### config.mk
export PLATFORM = sky130hd
export DESIGN_NAME = kwd_top
export DESIGN_NICKNAME = d
export VERILOG_FILES = /design/src/rtl/kwd_pkg.sv /design/src/rtl/kwd_prescale.sv /design/src/rtl/kwd_regs.sv /design/src/rtl/kwd_rstcnt.sv /design/src/rtl/kwd_warncnt.sv /design/src/rtl/kwd_top.sv
export SDC_FILE = /design/constraint.sdc
export NUM_CORES = 1
export LEC_CHECK = 0
export BUFFER_PORTS_ARGS = -buffer_cell sky130_fd_sc_hd__clkbuf_2
export CORE_MARGIN = 3
export CORE_UTILIZATION = 40
export DETAILED_ROUTE_END_ITERATION = 10
export SYNTH_ARGS = -nofsm -noshare
export SYNTH_HDL_FRONTEND = slang
export SYNTH_HIERARCHICAL = 1
export SYNTH_SLANG_ARGS = --single-unit
### constraint.sdc
create_clock -name clk -period 6.05 [get_ports clk]
set_clock_uncertainty 0.1 [all_clocks]
set_input_delay 0.605 -clock clk [delete_from_list [all_inputs] [get_ports clk]]
set_output_delay 0.605 -clock clk [all_outputs]
set_load 0.1 [all_outputs]
### src/rtl/kwd_pkg.sv
package kwd_pkg;

  typedef enum logic [3:0] {
    A_CFG     = 4'h0,
    A_CTRL    = 4'h1,
    A_KEY     = 4'h2,
    A_RLD_LO  = 4'h3,
    A_RLD_HI  = 4'h4,
    A_WPSR    = 4'h5,
    A_CPSR    = 4'h6,
    A_CHSTART = 4'h7,
    A_WLD0    = 4'h8,
    A_WLD1    = 4'h9,
    A_WLD2    = 4'hA,
    A_WCTL    = 4'hB,
    A_RCNT_LO = 4'hC,
    A_RCNT_HI = 4'hD,
    A_STAT    = 4'hE
  } kwd_addr_e;

  typedef struct packed {
    logic [3:0] rsv;
    logic       chan_run;
    logic       rst_run;
    logic       expired;
    logic       warn_flag;
  } kwd_stat_t;

  // clocks between ticks for a given select
  function automatic int unsigned tick_period(input int unsigned base, input logic [1:0] sel);
    return base << sel;
  endfunction

  // a key write counts when checking is off or the byte matches
  function automatic logic key_accept(input logic match_en, input logic [7:0] val,
                                      input logic [7:0] key);
    return !match_en || (val == key);
  endfunction

  function automatic logic lock_code(input logic [7:0] cfg);
    return cfg[3:0] == 4'hF;
  endfunction

  function automatic logic halt_code(input logic [7:0] ctrl);
    return ctrl[1:0] == 2'b11;
  endfunction

endpackage

### src/rtl/kwd_prescale.sv
module kwd_prescale #(
  parameter int unsigned BASE_DIV = 2,
  parameter int unsigned CW       = 4
) (
  input  logic       clk,
  input  logic       rst_n,
  input  logic       run,
  input  logic       restart,
  input  logic [1:0] sel,
  output logic       tick
);
  logic [CW-1:0] cnt_q;
  logic [CW-1:0] last;

  always_comb last = CW'(kwd_pkg::tick_period(BASE_DIV, sel) - 1);

  assign tick = run && !restart && (cnt_q >= last);

  always_ff @(posedge clk or negedge rst_n) begin
    if (!rst_n)                cnt_q <= '0;
    else if (!run || restart)  cnt_q <= '0;
    else if (cnt_q >= last)    cnt_q <= '0;
    else                       cnt_q <= cnt_q + 1'b1;
  end
endmodule

### src/rtl/kwd_regs.sv
module kwd_regs import kwd_pkg::*; #(
  parameter int unsigned RST_W   = 16,
  parameter int unsigned WARN_W  = 24,
  parameter logic [7:0]  KEY_VAL = 8'h5C
) (
  input  logic              clk,
  input  logic              rst_n,
  input  logic              bus_we,
  input  logic [3:0]        bus_addr,
  input  logic [7:0]        bus_wdata,
  output logic [7:0]        bus_rdata,
  input  logic [RST_W-1:0]  rcnt,
  input  kwd_stat_t         stat,
  input  logic              warn_en,
  output logic [7:0]        cfg_q,
  output logic [7:0]        ctrl_q,
  output logic [7:0]        wpsr_q,
  output logic [7:0]        cpsr_q,
  output logic [RST_W-1:0]  rld_val,
  output logic [RST_W-1:0]  rld_next,
  output logic [WARN_W-1:0] wld_val,
  output logic              chan_run,
  output logic              locked,
  output logic              rld_wr,
  output logic              key_hit,
  output logic              wctl_wr,
  output logic              chstart_wr
);
  localparam int unsigned RB = RST_W / 8;
  localparam int unsigned WB = WARN_W / 8;

  logic wr_open;

  assign locked     = lock_code(cfg_q);
  assign wr_open    = bus_we && !locked;
  assign rld_wr     = wr_open && (bus_addr == A_RLD_LO);
  assign chstart_wr = wr_open && (bus_addr == A_CHSTART);
  assign wctl_wr    = bus_we && (bus_addr == A_WCTL);
  assign key_hit    = bus_we && (bus_addr == A_KEY) && key_accept(cfg_q[4], bus_wdata, KEY_VAL);

  // value loaded by a low-byte write: upper bytes held, low byte from the bus
  generate
    for (genvar g = 0; g < RB; g++) begin : g_next
      if (g == 0) begin : g_lo
        assign rld_next[7:0] = bus_wdata;
      end else begin : g_hi
        assign rld_next[g*8 +: 8] = rld_val[g*8 +: 8];
      end
    end
  endgenerate

  always_ff @(posedge clk or negedge rst_n) begin
    if (!rst_n) begin
      cfg_q    <= '0;
      ctrl_q   <= '0;
      wpsr_q   <= '0;
      cpsr_q   <= '0;
      rld_val  <= '0;
      wld_val  <= '0;
      chan_run <= 1'b0;
    end else if (wr_open) begin
      if (bus_addr == A_CFG)     cfg_q    <= bus_wdata;
      if (bus_addr == A_CTRL)    ctrl_q   <= bus_wdata;
      if (bus_addr == A_WPSR)    wpsr_q   <= bus_wdata;
      if (bus_addr == A_CPSR)    cpsr_q   <= bus_wdata;
      if (bus_addr == A_CHSTART) chan_run <= 1'b1;
      for (int i = 0; i < RB; i++)
        if (bus_addr == 4'(A_RLD_LO + i)) rld_val[i*8 +: 8] <= bus_wdata;
      for (int i = 0; i < WB; i++)
        if (bus_addr == 4'(A_WLD0 + i)) wld_val[i*8 +: 8] <= bus_wdata;
    end
  end

  always_comb begin
    bus_rdata = '0;
    case (bus_addr)
      A_CFG:   bus_rdata = cfg_q;
      A_CTRL:  bus_rdata = ctrl_q;
      A_WPSR:  bus_rdata = wpsr_q;
      A_CPSR:  bus_rdata = cpsr_q;
      A_WCTL:  bus_rdata = {7'd0, warn_en};
      A_STAT:  bus_rdata = stat;
      default: bus_rdata = '0;
    endcase
    for (int i = 0; i < RB; i++) begin
      if (bus_addr == 4'(A_RLD_LO + i))  bus_rdata = rld_val[i*8 +: 8];
      if (bus_addr == 4'(A_RCNT_LO + i)) bus_rdata = rcnt[i*8 +: 8];
    end
    for (int i = 0; i < WB; i++)
      if (bus_addr == 4'(A_WLD0 + i)) bus_rdata = wld_val[i*8 +: 8];
  end
endmodule

### src/rtl/kwd_rstcnt.sv
module kwd_rstcnt #(
  parameter int unsigned RST_W = 16
) (
  input  logic             clk,
  input  logic             rst_n,
  input  logic             load,
  input  logic [RST_W-1:0] load_val,
  input  logic             key_hit,
  input  logic [RST_W-1:0] reload_val,
  input  logic             tick,
  input  logic             halt,
  output logic [RST_W-1:0] rcnt,
  output logic             run,
  output logic             expired,
  output logic             expire_evt,
  output logic             rst_req
);
  logic load_ok, key_ok, step, at_end;

  assign load_ok    = load && !expired;
  assign key_ok     = key_hit && !expired;
  assign step       = run && !expired && !halt && tick;
  assign at_end     = rcnt <= RST_W'(1);
  assign expire_evt = step && !load_ok && !key_ok && at_end;

  always_ff @(posedge clk or negedge rst_n) begin
    if (!rst_n) begin
      rcnt    <= '0;
      run     <= 1'b0;
      expired <= 1'b0;
      rst_req <= 1'b0;
    end else begin
      rst_req <= expire_evt;
      if (load_ok) begin
        rcnt <= load_val;
        run  <= 1'b1;
      end else if (key_ok) begin
        rcnt <= reload_val;
      end else if (step) begin
        if (at_end) begin
          rcnt    <= '0;
          expired <= 1'b1;
        end else begin
          rcnt <= rcnt - 1'b1;
        end
      end
    end
  end
endmodule

### src/rtl/kwd_warncnt.sv
module kwd_warncnt #(
  parameter int unsigned WARN_W = 24
) (
  input  logic              clk,
  input  logic              rst_n,
  input  logic              ctl_wr,
  input  logic [1:0]        ctl_data,
  input  logic [WARN_W-1:0] load_val,
  input  logic              tick,
  output logic              en,
  output logic              flag
);
  logic [WARN_W-1:0] wcnt;

  always_ff @(posedge clk or negedge rst_n) begin
    if (!rst_n) begin
      wcnt <= '0;
      en   <= 1'b0;
      flag <= 1'b0;
    end else if (ctl_wr) begin
      en   <= ctl_data[0];
      flag <= 1'b0;
      if (ctl_data[1]) wcnt <= load_val;
    end else if (en && tick) begin
      if (wcnt <= WARN_W'(1)) begin
        wcnt <= '0;
        en   <= 1'b0;
        flag <= 1'b1;
      end else begin
        wcnt <= wcnt - 1'b1;
      end
    end
  end
endmodule

### src/rtl/kwd_top.sv
module kwd_top import kwd_pkg::*; #(
  parameter int unsigned RST_W    = 16,
  parameter int unsigned WARN_W   = 24,
  parameter int unsigned BASE_DIV = 2,
  parameter logic [7:0]  KEY_VAL  = 8'h5C
) (
  input  logic       clk,
  input  logic       rst_n,
  input  logic       bus_we,
  input  logic [3:0] bus_addr,
  input  logic [7:0] bus_wdata,
  output logic [7:0] bus_rdata,
  output logic       warn_irq,
  output logic       rst_req
);
  localparam int unsigned PSC_W = $clog2(BASE_DIV * 8);

  logic [7:0]        cfg_q, ctrl_q, wpsr_q, cpsr_q;
  logic [RST_W-1:0]  rld_val, rld_next, rcnt;
  logic [WARN_W-1:0] wld_val;
  logic              chan_run, locked, rld_wr, key_hit, wctl_wr, chstart_wr;
  logic              chan_tick, warn_tick, rst_tick, halted;
  logic              rst_run, expired, expire_evt, warn_en;
  kwd_stat_t         stat;

  assign halted   = halt_code(ctrl_q);
  assign rst_tick = chan_run && (cfg_q[5] ? chan_tick : 1'b1);

  always_comb begin
    stat           = '0;
    stat.warn_flag = warn_irq;
    stat.expired   = expired;
    stat.rst_run   = rst_run;
    stat.chan_run  = chan_run;
  end

  kwd_regs #(.RST_W(RST_W), .WARN_W(WARN_W), .KEY_VAL(KEY_VAL)) u_regs (
    .clk(clk), .rst_n(rst_n), .bus_we(bus_we), .bus_addr(bus_addr),
    .bus_wdata(bus_wdata), .bus_rdata(bus_rdata), .rcnt(rcnt), .stat(stat),
    .warn_en(warn_en), .cfg_q(cfg_q), .ctrl_q(ctrl_q), .wpsr_q(wpsr_q),
    .cpsr_q(cpsr_q), .rld_val(rld_val), .rld_next(rld_next), .wld_val(wld_val),
    .chan_run(chan_run), .locked(locked), .rld_wr(rld_wr), .key_hit(key_hit),
    .wctl_wr(wctl_wr), .chstart_wr(chstart_wr)
  );

  kwd_prescale #(.BASE_DIV(BASE_DIV), .CW(PSC_W)) u_chan_psc (
    .clk(clk), .rst_n(rst_n), .run(chan_run), .restart(chstart_wr),
    .sel(cpsr_q[1:0]), .tick(chan_tick)
  );

  kwd_prescale #(.BASE_DIV(BASE_DIV), .CW(PSC_W)) u_warn_psc (
    .clk(clk), .rst_n(rst_n), .run(warn_en), .restart(wctl_wr),
    .sel(wpsr_q[1:0]), .tick(warn_tick)
  );

  kwd_rstcnt #(.RST_W(RST_W)) u_rstcnt (
    .clk(clk), .rst_n(rst_n), .load(rld_wr), .load_val(rld_next),
    .key_hit(key_hit), .reload_val(rld_val), .tick(rst_tick), .halt(halted),
    .rcnt(rcnt), .run(rst_run), .expired(expired), .expire_evt(expire_evt),
    .rst_req(rst_req)
  );

  kwd_warncnt #(.WARN_W(WARN_W)) u_warncnt (
    .clk(clk), .rst_n(rst_n), .ctl_wr(wctl_wr), .ctl_data(bus_wdata[1:0]),
    .load_val(wld_val), .tick(warn_tick), .en(warn_en), .flag(warn_irq)
  );
endmodule

==> impl_metrics.prom, run 1 <==
# TYPE chip_impl_metric gauge
chip_impl_metric{name="max_cap_viol",unit=""} 0
chip_impl_metric{name="detail-route-antenna-nets",unit=""} 0
chip_impl_metric{name="syn2layout_area_growth",unit="%"} 8.97
chip_impl_metric{name="yosysUniqueCellTypes",unit=""} 91
chip_impl_metric{name="floorplan.initialDensity",unit=""} 0.415
chip_impl_metric{name="seq_area_frac_synth",unit=""} 0.400
chip_impl_metric{name="reg2reg_setup_slack",unit="ps"} 2950
chip_impl_metric{name="post-place-cells",unit=""} 1014
chip_impl_metric{name="cts_made_buffers",unit=""} 17
chip_impl_metric{name="routedWlPerCell",unit="um"} 21.4
chip_impl_info{name="tritoncts_clock_tree",value="done"} 1
chip_impl_metric{name="slew_headroom",unit=""} 0.210
chip_impl_metric{name="post_drt_via_cell_ratio",unit=""} 6.06
chip_impl_info{name="crit-reg2reg-launch",value="u_rstcnt/rcnt[4]"} 1
chip_impl_metric{name="vias",unit=""} 6337
chip_impl_metric{name="number_of_enable_type_register_cells_in_the_synthesized_netlist",unit=""} 0
chip_impl_metric{name="first_iter_violations",unit=""} 522
chip_impl_metric{name="dieHeight",unit="um"} 146
chip_impl_metric{name="setup-violations-final",unit=""} 0
chip_impl_metric{name="grt_first_pass_wirelength",unit="mm"} 35.9
chip_impl_metric{name="detail_route.drc_violations",unit=""} 0
chip_impl_metric{name="grt_start_max_net_pins",unit=""} 87
chip_impl_metric{name="max_clock_freq",unit="MHz"} 256
chip_impl_metric{name="postCtsResizedCells",unit=""} 0
chip_impl_metric{name="total_leakage_power",unit="nW"} 3.52
chip_impl_metric{name="slew_viol_final",unit=""} 0
chip_impl_metric{name="peakVddDrop",unit="uV"} 209
chip_impl_metric{name="fin_crit_sh",unit=""} 0.647
chip_impl_info{name="status",value="finished clean"} 1
chip_impl_metric{name="ys_seq_elements",unit=""} 126
chip_impl_metric{name="worst-endpoint-arrival",unit="ps"} 3210
chip_impl_info{name="critical_path.endpoint_type",value="primary output"} 1
chip_impl_metric{name="layout_min_cycle_time",unit="ps"} 3910
chip_impl_metric{name="numPortBuffers",unit=""} 24
chip_impl_metric{name="timing.critical_path.fanout_max",unit=""} 36
chip_impl_metric{name="gp_congestion",unit=""} 0.927
chip_impl_metric{name="half_perimeter_wire_length_after_detailed_placement",unit="mm"} 15.3
chip_impl_metric{name="ys_async_sr_fraction",unit=""} 1.00
chip_impl_metric{name="h-tree-depth",unit=""} 4
chip_impl_info{name="holdCritPathClass",value="in2async"} 1
chip_impl_metric{name="avgSynthCellArea",unit="um2"} 9.98
chip_impl_metric{name="global_route.usage.total",unit=""} 0.213
chip_impl_metric{name="post_cts_hold_buffer_count",unit=""} 0
chip_impl_metric{name="final_util",unit=""} 0.452
chip_impl_metric{name="synth.yosys.warnings",unit=""} 6
chip_impl_info{name="crit_type",value="in2out"} 1
chip_impl_info{name="clockRootBuffer",value="clkbuf_16"} 1
chip_impl_metric{name="worst_ep_required_time",unit="ps"} 5340
chip_impl_metric{name="cts_buffer_depth",unit=""} 2
chip_impl_info{name="rsz_0062_raised_after_global_routing",value="no"} 1
chip_impl_metric{name="cts_setup_buffers",unit=""} 0
chip_impl_metric{name="drt-pass1-iter-count",unit=""} 8
chip_impl_info{name="critical_path.startpoint_type",value="input port"} 1
chip_impl_metric{name="route.final.wire_length",unit="mm"} 22.4
chip_impl_metric{name="finish.cell_count_without_fillers",unit=""} 1046
chip_impl_metric{name="clk-insertion-delay-late",unit="ps"} 430
chip_impl_metric{name="final_hold_viol_count",unit=""} 0
chip_impl_metric{name="grt_pass1_vias",unit=""} 6119
chip_impl_metric{name="worstRegToRegCells",unit=""} 5
chip_impl_metric{name="power.density_cell_area",unit="nW/um2"} 366
chip_impl_metric{name="antenna_found_initial",unit=""} 0
chip_impl_metric{name="net_count_reported_at_finish",unit=""} 800
chip_impl_metric{name="antenna_cells",unit=""} 0
chip_impl_metric{name="die_area",unit="um2"} 21400
chip_impl_metric{name="sum_of_overflow_across_all_layers_after_global_routing",unit=""} 0
chip_impl_metric{name="drive_above_1_share",unit=""} 0.226
chip_impl_metric{name="clk_pin_slew_worst_paths",unit="ps"} 60
chip_impl_metric{name="worst_slew_pin_slew",unit="ps"} 1180
chip_impl_metric{name="netlist_instances",unit=""} 791
chip_impl_metric{name="die_width",unit="um"} 146
chip_impl_metric{name="placementRows",unit=""} 50
chip_impl_info{name="synth_flop_cell",value="dfrtp_1"} 1
chip_impl_info{name="critical_r2r_capture",value="u_rstcnt/rcnt[13]"} 1
chip_impl_metric{name="ios",unit=""} 25
chip_impl_metric{name="mappedNetlistArea",unit="um2"} 7890
chip_impl_metric{name="cts_sinks",unit=""} 126
chip_impl_metric{name="core_area",unit="um2"} 19000
chip_impl_metric{name="timing.setup.tns",unit="ps"} 0
-- state kept, by name (all words and copies together), names as in the netlist, 4 cells and up --
| signal | cells |
|---|---|
| u_chan_psc/cnt_q | 4 |
| u_rstcnt/rcnt | 16 |
| u_regs/wld_val | 24 |
| u_regs/ctrl_q | 8 |
| u_warn_psc/cnt_q | 4 |
| u_warncnt/wcnt | 24 |
| u_regs/cpsr_q | 8 |
| u_regs/rld_val | 16 |
| u_regs/wpsr_q | 8 |
| u_regs/cfg_q | 8 |
-- layout make-up --
type                       count  area, um2
clock inverter                14        181
sequential                   126       3150
timing repair buffer          32        186
clock buffer                  18        439
multi-input combinational    574       4230
tap                          260        325
fill                        1853      10400
inverter                      22       82.6
-- critical path, stage by stage --
cell      delay [ps]
clkbuf_2         600
nor2b_2          770
a22oi_1          200
o21a_1           220
a221o_1          390
clkbuf_2         400
-- per-stage QoR --
stage	hold WS [ps]	setup WS (ps)	power, mW	cell area, um2
5_1_grt	200	1980	3.32	8600
2_1_floorplan	209	1830	1.84	7910
6_report	142	2140	3.15	8600
3_5_place_dp	386	1910	2.06	7980
3_3_place_gp	379	1930	2.05	7980
4_1_cts	176	2210	3.16	8600
-- routing by layer --
| layer | share of wire | wire length, um | up-vias | GRT usage |
|---|---|---|---|---|
| li1 | - | - | 2931 | - |
| met1 | 0.46 | 10300 | 3179 | 0.297 |
| met2 | 0.47 | 10400 | 191 | 0.325 |
| met3 | 0.047 | 1050 | 36 | 0.0503 |
| met4 | 0.030 | 684 | 0 | 0.0767 |
| met5 | 0 | 0 | - | 0 |
-- where the power goes --
group          total, mW  switching [mW]  internal, mW  leakage [nW]
clock               1.09           0.420         0.666         0.291
combinational      0.771           0.435         0.336          1.69
sequential          1.29           0.252          1.04          1.54
total               3.15            1.11          2.04          3.52
-- layout by cell type, fill, tap and decap left out, types with 5 or more instances in the layout --
cell	instances
a21o_1	6
a21oi_1	43
a221o_1	12
a221oi_1	5
a22o_1	7
a22oi_1	9
a32oi_1	7
and3_1	7
buf_4	8
clkbuf_16	17
clkbuf_2	23
conb_1	5
dfrtp_1	126
ha_1	12
inv_1	19
inv_6	5
mux2_1	9
mux2_2	67
mux2i_1	8
nand2_1	36
nand2b_1	15
nand3_1	23
nand3b_1	8
nor2_1	48
nor2b_1	6
nor3_1	19
nor4_1	16
o21ai_0	36
o21ai_1	10
o22ai_1	13
o2bb2ai_1	8
o31ai_1	8
or3_1	7
or4_1	8
xnor2_1	5
xor2_1	7
-- kinds of logic (layout without fill, tap and decap cells) --
| family | count (synthesis) | in the layout | share of synthesized area |
|---|---|---|---|
| AO/OA/AOI/OAI | 216 | 216 | 0.195 |
| XOR/XNOR | 12 | 12 | 0.0133 |
| adder cells (fa/ha/maj) | 12 | 12 | 0.0190 |
| buffers and inverters | 95 | 86 | 0.0669 |
| flip-flops | 126 | 126 | 0.400 |
| multiplexers | 84 | 84 | 0.119 |
| other | 1 | 5 | 0.000475 |
| AND/OR/NAND/NOR | 245 | 245 | 0.187 |
-- Yosys cell counts (12+ instances only) --
cell type / instances / area (um2)
o22ai_1: 13 / 81.3
clkbuf_1: 23 / 86.3
nor2_1: 48 / 180
buf_2: 13 / 65.1
inv_1: 19 / 71.3
buf_4: 23 / 173
ha_1: 12 / 150
nor4_1: 16 / 100
dfrtp_1: 126 / 3150
a221o_1: 12 / 120
nand3_1: 23 / 115
o21ai_0: 36 / 180
nor3_1: 19 / 95.1
nand2b_1: 15 / 93.8
a21oi_1: 43 / 215
nand2_1: 36 / 135
mux2_2: 67 / 754
-- worst max-delay path by stage --
stage / end / from / depth (start not counted) / slack, ps
after CTS: bus_rdata[3] / bus_addr[3] / 6 / 2210
after global routing: u_warncnt/wcnt[13] / bus_addr[3] / 10 / 1980
after global placement: u_warncnt/wcnt[13] / bus_addr[2] / 10 / 1930
final: bus_rdata[3] / bus_addr[3] / 6 / 2140
after detailed placement: u_warncnt/wcnt[13] / bus_addr[2] / 10 / 1910
after floorplan: bus_rdata[5] / bus_addr[2] / 6 / 1830
(Power assumes the default switching activity.)
==> inputs of run 2 (changes only) <==
clock period = 3.61 ns   (was 6.05 ns; I/O delays follow)
==> impl_metrics.prom, run 2 (synthesized netlist as in run 1, its figures left out) <==
# TYPE chip_impl_metric gauge
chip_impl_info{name="critical_path.endpoint_type",value="primary output"} 1
chip_impl_metric{name="power.density_cell_area",unit="nW/um2"} 614
chip_impl_metric{name="dieHeight",unit="um"} 146
chip_impl_metric{name="count_of_cells_along_the_worst_hold_path",unit=""} 4
chip_impl_metric{name="detail_route.drc_violations",unit=""} 0
chip_impl_info{name="critical_path.startpoint_type",value="input port"} 1
chip_impl_metric{name="drt-pass1-iter-count",unit=""} 6
chip_impl_info{name="clockRootBuffer",value="clkbuf_16"} 1
chip_impl_metric{name="power.clock.fraction",unit=""} 0.349
chip_impl_metric{name="setup-violations-final",unit=""} 0
chip_impl_metric{name="grt_pass1_vias",unit=""} 6252
chip_impl_metric{name="worst_ep_required_time",unit="ps"} 3150
chip_impl_metric{name="gp_congestion",unit=""} 0.961
chip_impl_metric{name="p_sw_frac",unit=""} 0.340
chip_impl_info{name="largest_registers",value="u_regs/wld_val: 24 flops, u_warncnt/wcnt: 24 flops"} 1
chip_impl_metric{name="power.share.sequential",unit=""} 0.405
chip_impl_info{name="globalRoute.busiestLayer",value="met2"} 1
chip_impl_metric{name="worst_slew_pin_slew",unit="ps"} 941
chip_impl_info{name="critical_r2r_capture",value="u_rstcnt/rcnt[2]"} 1
chip_impl_metric{name="postCtsResizedCells",unit=""} 0
chip_impl_info{name="rsz_0062_raised_after_global_routing",value="no"} 1
chip_impl_info{name="tritoncts_clock_tree",value="done"} 1
chip_impl_metric{name="sum_of_overflow_across_all_layers_after_global_routing",unit=""} 0
chip_impl_metric{name="h-tree-depth",unit=""} 4
chip_impl_metric{name="clk-insertion-delay-late",unit="ps"} 430
chip_impl_metric{name="syn2layout_area_growth",unit="%"} 11.3
chip_impl_metric{name="layout_setup_ws",unit="ps"} 578
chip_impl_metric{name="grt_start_max_net_pins",unit=""} 98
chip_impl_metric{name="combPwrFrac",unit=""} 0.246
chip_impl_metric{name="die_area",unit="um2"} 21400
chip_impl_metric{name="half_perimeter_wire_length_after_detailed_placement",unit="mm"} 16.0
chip_impl_metric{name="antenna_found_initial",unit=""} 0
chip_impl_info{name="most_common_library_cell_in_the_layout_ignoring_fill_and_taps",value="dfrtp_1"} 1
chip_impl_metric{name="timing.critical_path.fanout_max",unit=""} 25
chip_impl_metric{name="placementRows",unit=""} 50
chip_impl_metric{name="net_count_reported_at_finish",unit=""} 821
chip_impl_metric{name="die_width",unit="um"} 146
chip_impl_metric{name="clk_pin_slew_worst_paths",unit="ps"} 60
chip_impl_metric{name="route.final.wire_length",unit="mm"} 23.3
chip_impl_metric{name="post-place-cells",unit=""} 1034
chip_impl_metric{name="vias",unit=""} 6498
chip_impl_metric{name="floorplan.initialDensity",unit=""} 0.415
chip_impl_metric{name="max_cap_viol",unit=""} 0
chip_impl_info{name="crit-reg2reg-launch",value="u_rstcnt/rcnt[4]"} 1
chip_impl_metric{name="whs",unit="ps"} 309
chip_impl_metric{name="grt_first_pass_wirelength",unit="mm"} 37.3
chip_impl_metric{name="antenna_cells",unit=""} 0
chip_impl_metric{name="total_leakage_power",unit="nW"} 3.64
chip_impl_metric{name="core_area",unit="um2"} 19000
chip_impl_info{name="holdCritPathClass",value="in2reg"} 1
chip_impl_metric{name="global_route.usage.met3",unit=""} 0.0459
chip_impl_metric{name="cts_sinks",unit=""} 126
chip_impl_metric{name="routedWlPerCell",unit="um"} 21.9
chip_impl_metric{name="timing.setup.tns",unit="ps"} 0
chip_impl_metric{name="global_route.usage.total",unit=""} 0.223
chip_impl_metric{name="finish.cell_count_without_fillers",unit=""} 1067
chip_impl_info{name="layout_common_cells",value="dfrtp_1 (126), mux2_2 (67), nor2_1 (48)"} 1
chip_impl_metric{name="power.net_switching",unit="mW"} 1.83
chip_impl_metric{name="drive_above_1_share",unit=""} 0.243
chip_impl_metric{name="reg2reg_setup_slack",unit="ps"} 720
chip_impl_metric{name="cts_made_buffers",unit=""} 17
chip_impl_metric{name="numPortBuffers",unit=""} 24
chip_impl_metric{name="fin_crit_sh",unit=""} 0.840
chip_impl_metric{name="detail-route-antenna-nets",unit=""} 0
chip_impl_metric{name="post_drt_via_cell_ratio",unit=""} 6.09
chip_impl_metric{name="worst-endpoint-arrival",unit="ps"} 2570
chip_impl_metric{name="cts_buffer_depth",unit=""} 2
chip_impl_metric{name="pre_cts_slack",unit="ps"} 514
chip_impl_metric{name="layout_min_cycle_time",unit="ps"} 3030
chip_impl_metric{name="groute.layer.met1.usage",unit=""} 0.312
chip_impl_metric{name="worstRegToRegCells",unit=""} 6
chip_impl_info{name="beginning_of_the_worst_hold_path",value="bus_we"} 1
chip_impl_metric{name="peakVddDrop",unit="uV"} 361
chip_impl_metric{name="first_iter_violations",unit=""} 741
chip_impl_metric{name="max_clock_freq",unit="MHz"} 330
chip_impl_metric{name="slew_headroom",unit=""} 0.373
chip_impl_info{name="status",value="finished clean"} 1
chip_impl_metric{name="final_hold_viol_count",unit=""} 0
chip_impl_info{name="holdPathEnd",value="u_regs/chan_run"} 1
chip_impl_info{name="crit_type",value="in2out"} 1
chip_impl_metric{name="slew_viol_final",unit=""} 0
chip_impl_metric{name="met2_usage",unit=""} 0.342
chip_impl_metric{name="ios",unit=""} 25
chip_impl_metric{name="cell_internal_pwr",unit="mW"} 3.56
[run 2: cell types whose count changed in the layout (fill, tap and decap cells not counted), sizes merged]
cell	delta
bufinv	+2
clkbuf	+3
clkinv	+2
clkinvlp	-2
buf	+20
inv	-5
dlygate4sd3	+1
[run 2: worst max-delay path by stage]
stage / start / end / cells after the start
floorplan: u_warncnt/flag / bus_rdata[0] / 4
CTS: bus_addr[2] / bus_rdata[4] / 7
global placement: bus_addr[1] / bus_rdata[1] / 7
detailed placement: bus_wdata[7] / u_rstcnt/rcnt[2] / 9
global route: u_regs/cpsr_q[1] / u_rstcnt/rcnt[12] / 13
finish: bus_addr[3] / bus_rdata[3] / 6
[run 2: stage by stage]
| step | power, mW | util | instance area (um2) |
|---|---|---|---|
| finish | 5.40 | 0.462 | 8790 |
| global route | 5.67 | 0.462 | 8790 |
| CTS | 5.41 | 0.462 | 8790 |
| detailed placement | 3.49 | 0.428 | 8140 |
| global placement | 3.48 | 0.428 | 8140 |
| floorplan | 3.09 | - | 7910 |
[run 2: worst max-delay path: stages]
cell and delay (ps):
clkbuf_2 450, nor2b_2 590, a21oi_1 80, o21ai_0 310
a221o_1 290, clkbuf_2 480
[run 2: repair_timing]
action / 4_1_cts / 5_1_grt
buffers inserted: 0 / 0
hold buffers: 1 / 0
hold endpoints to repair: 87 / 0
[run 2: cell type report]
cell class | count | area, um2
clock buffer | 21 | 450
clock inverter | 11 | 189
fill | 1828 | 10200
inverter | 22 | 82.6
multi-input combinational | 574 | 4240
sequential | 126 | 3150
tap | 260 | 325
timing repair buffer | 53 | 347
[run 2: power by group through the flow]
| stage | logic (mW) | clock network, mW | registers (mW) |
|---|---|---|---|
| floorplan | 1.08 | 0 | 2.01 |
| global placement | 1.29 | 0 | 2.19 |
| detailed placement | 1.30 | 0 | 2.19 |
| CTS | 1.32 | 1.92 | 2.17 |
| global route | 1.46 | 1.98 | 2.23 |
| finish | 1.33 | 1.88 | 2.19 |
[run 2: routing by layer]
layer	part of all wire	vias to the layer above
met5	0	-
met4	0.034	0
met3	0.068	56
met2	0.46	280
met1	0.44	3206
li1	-	2956
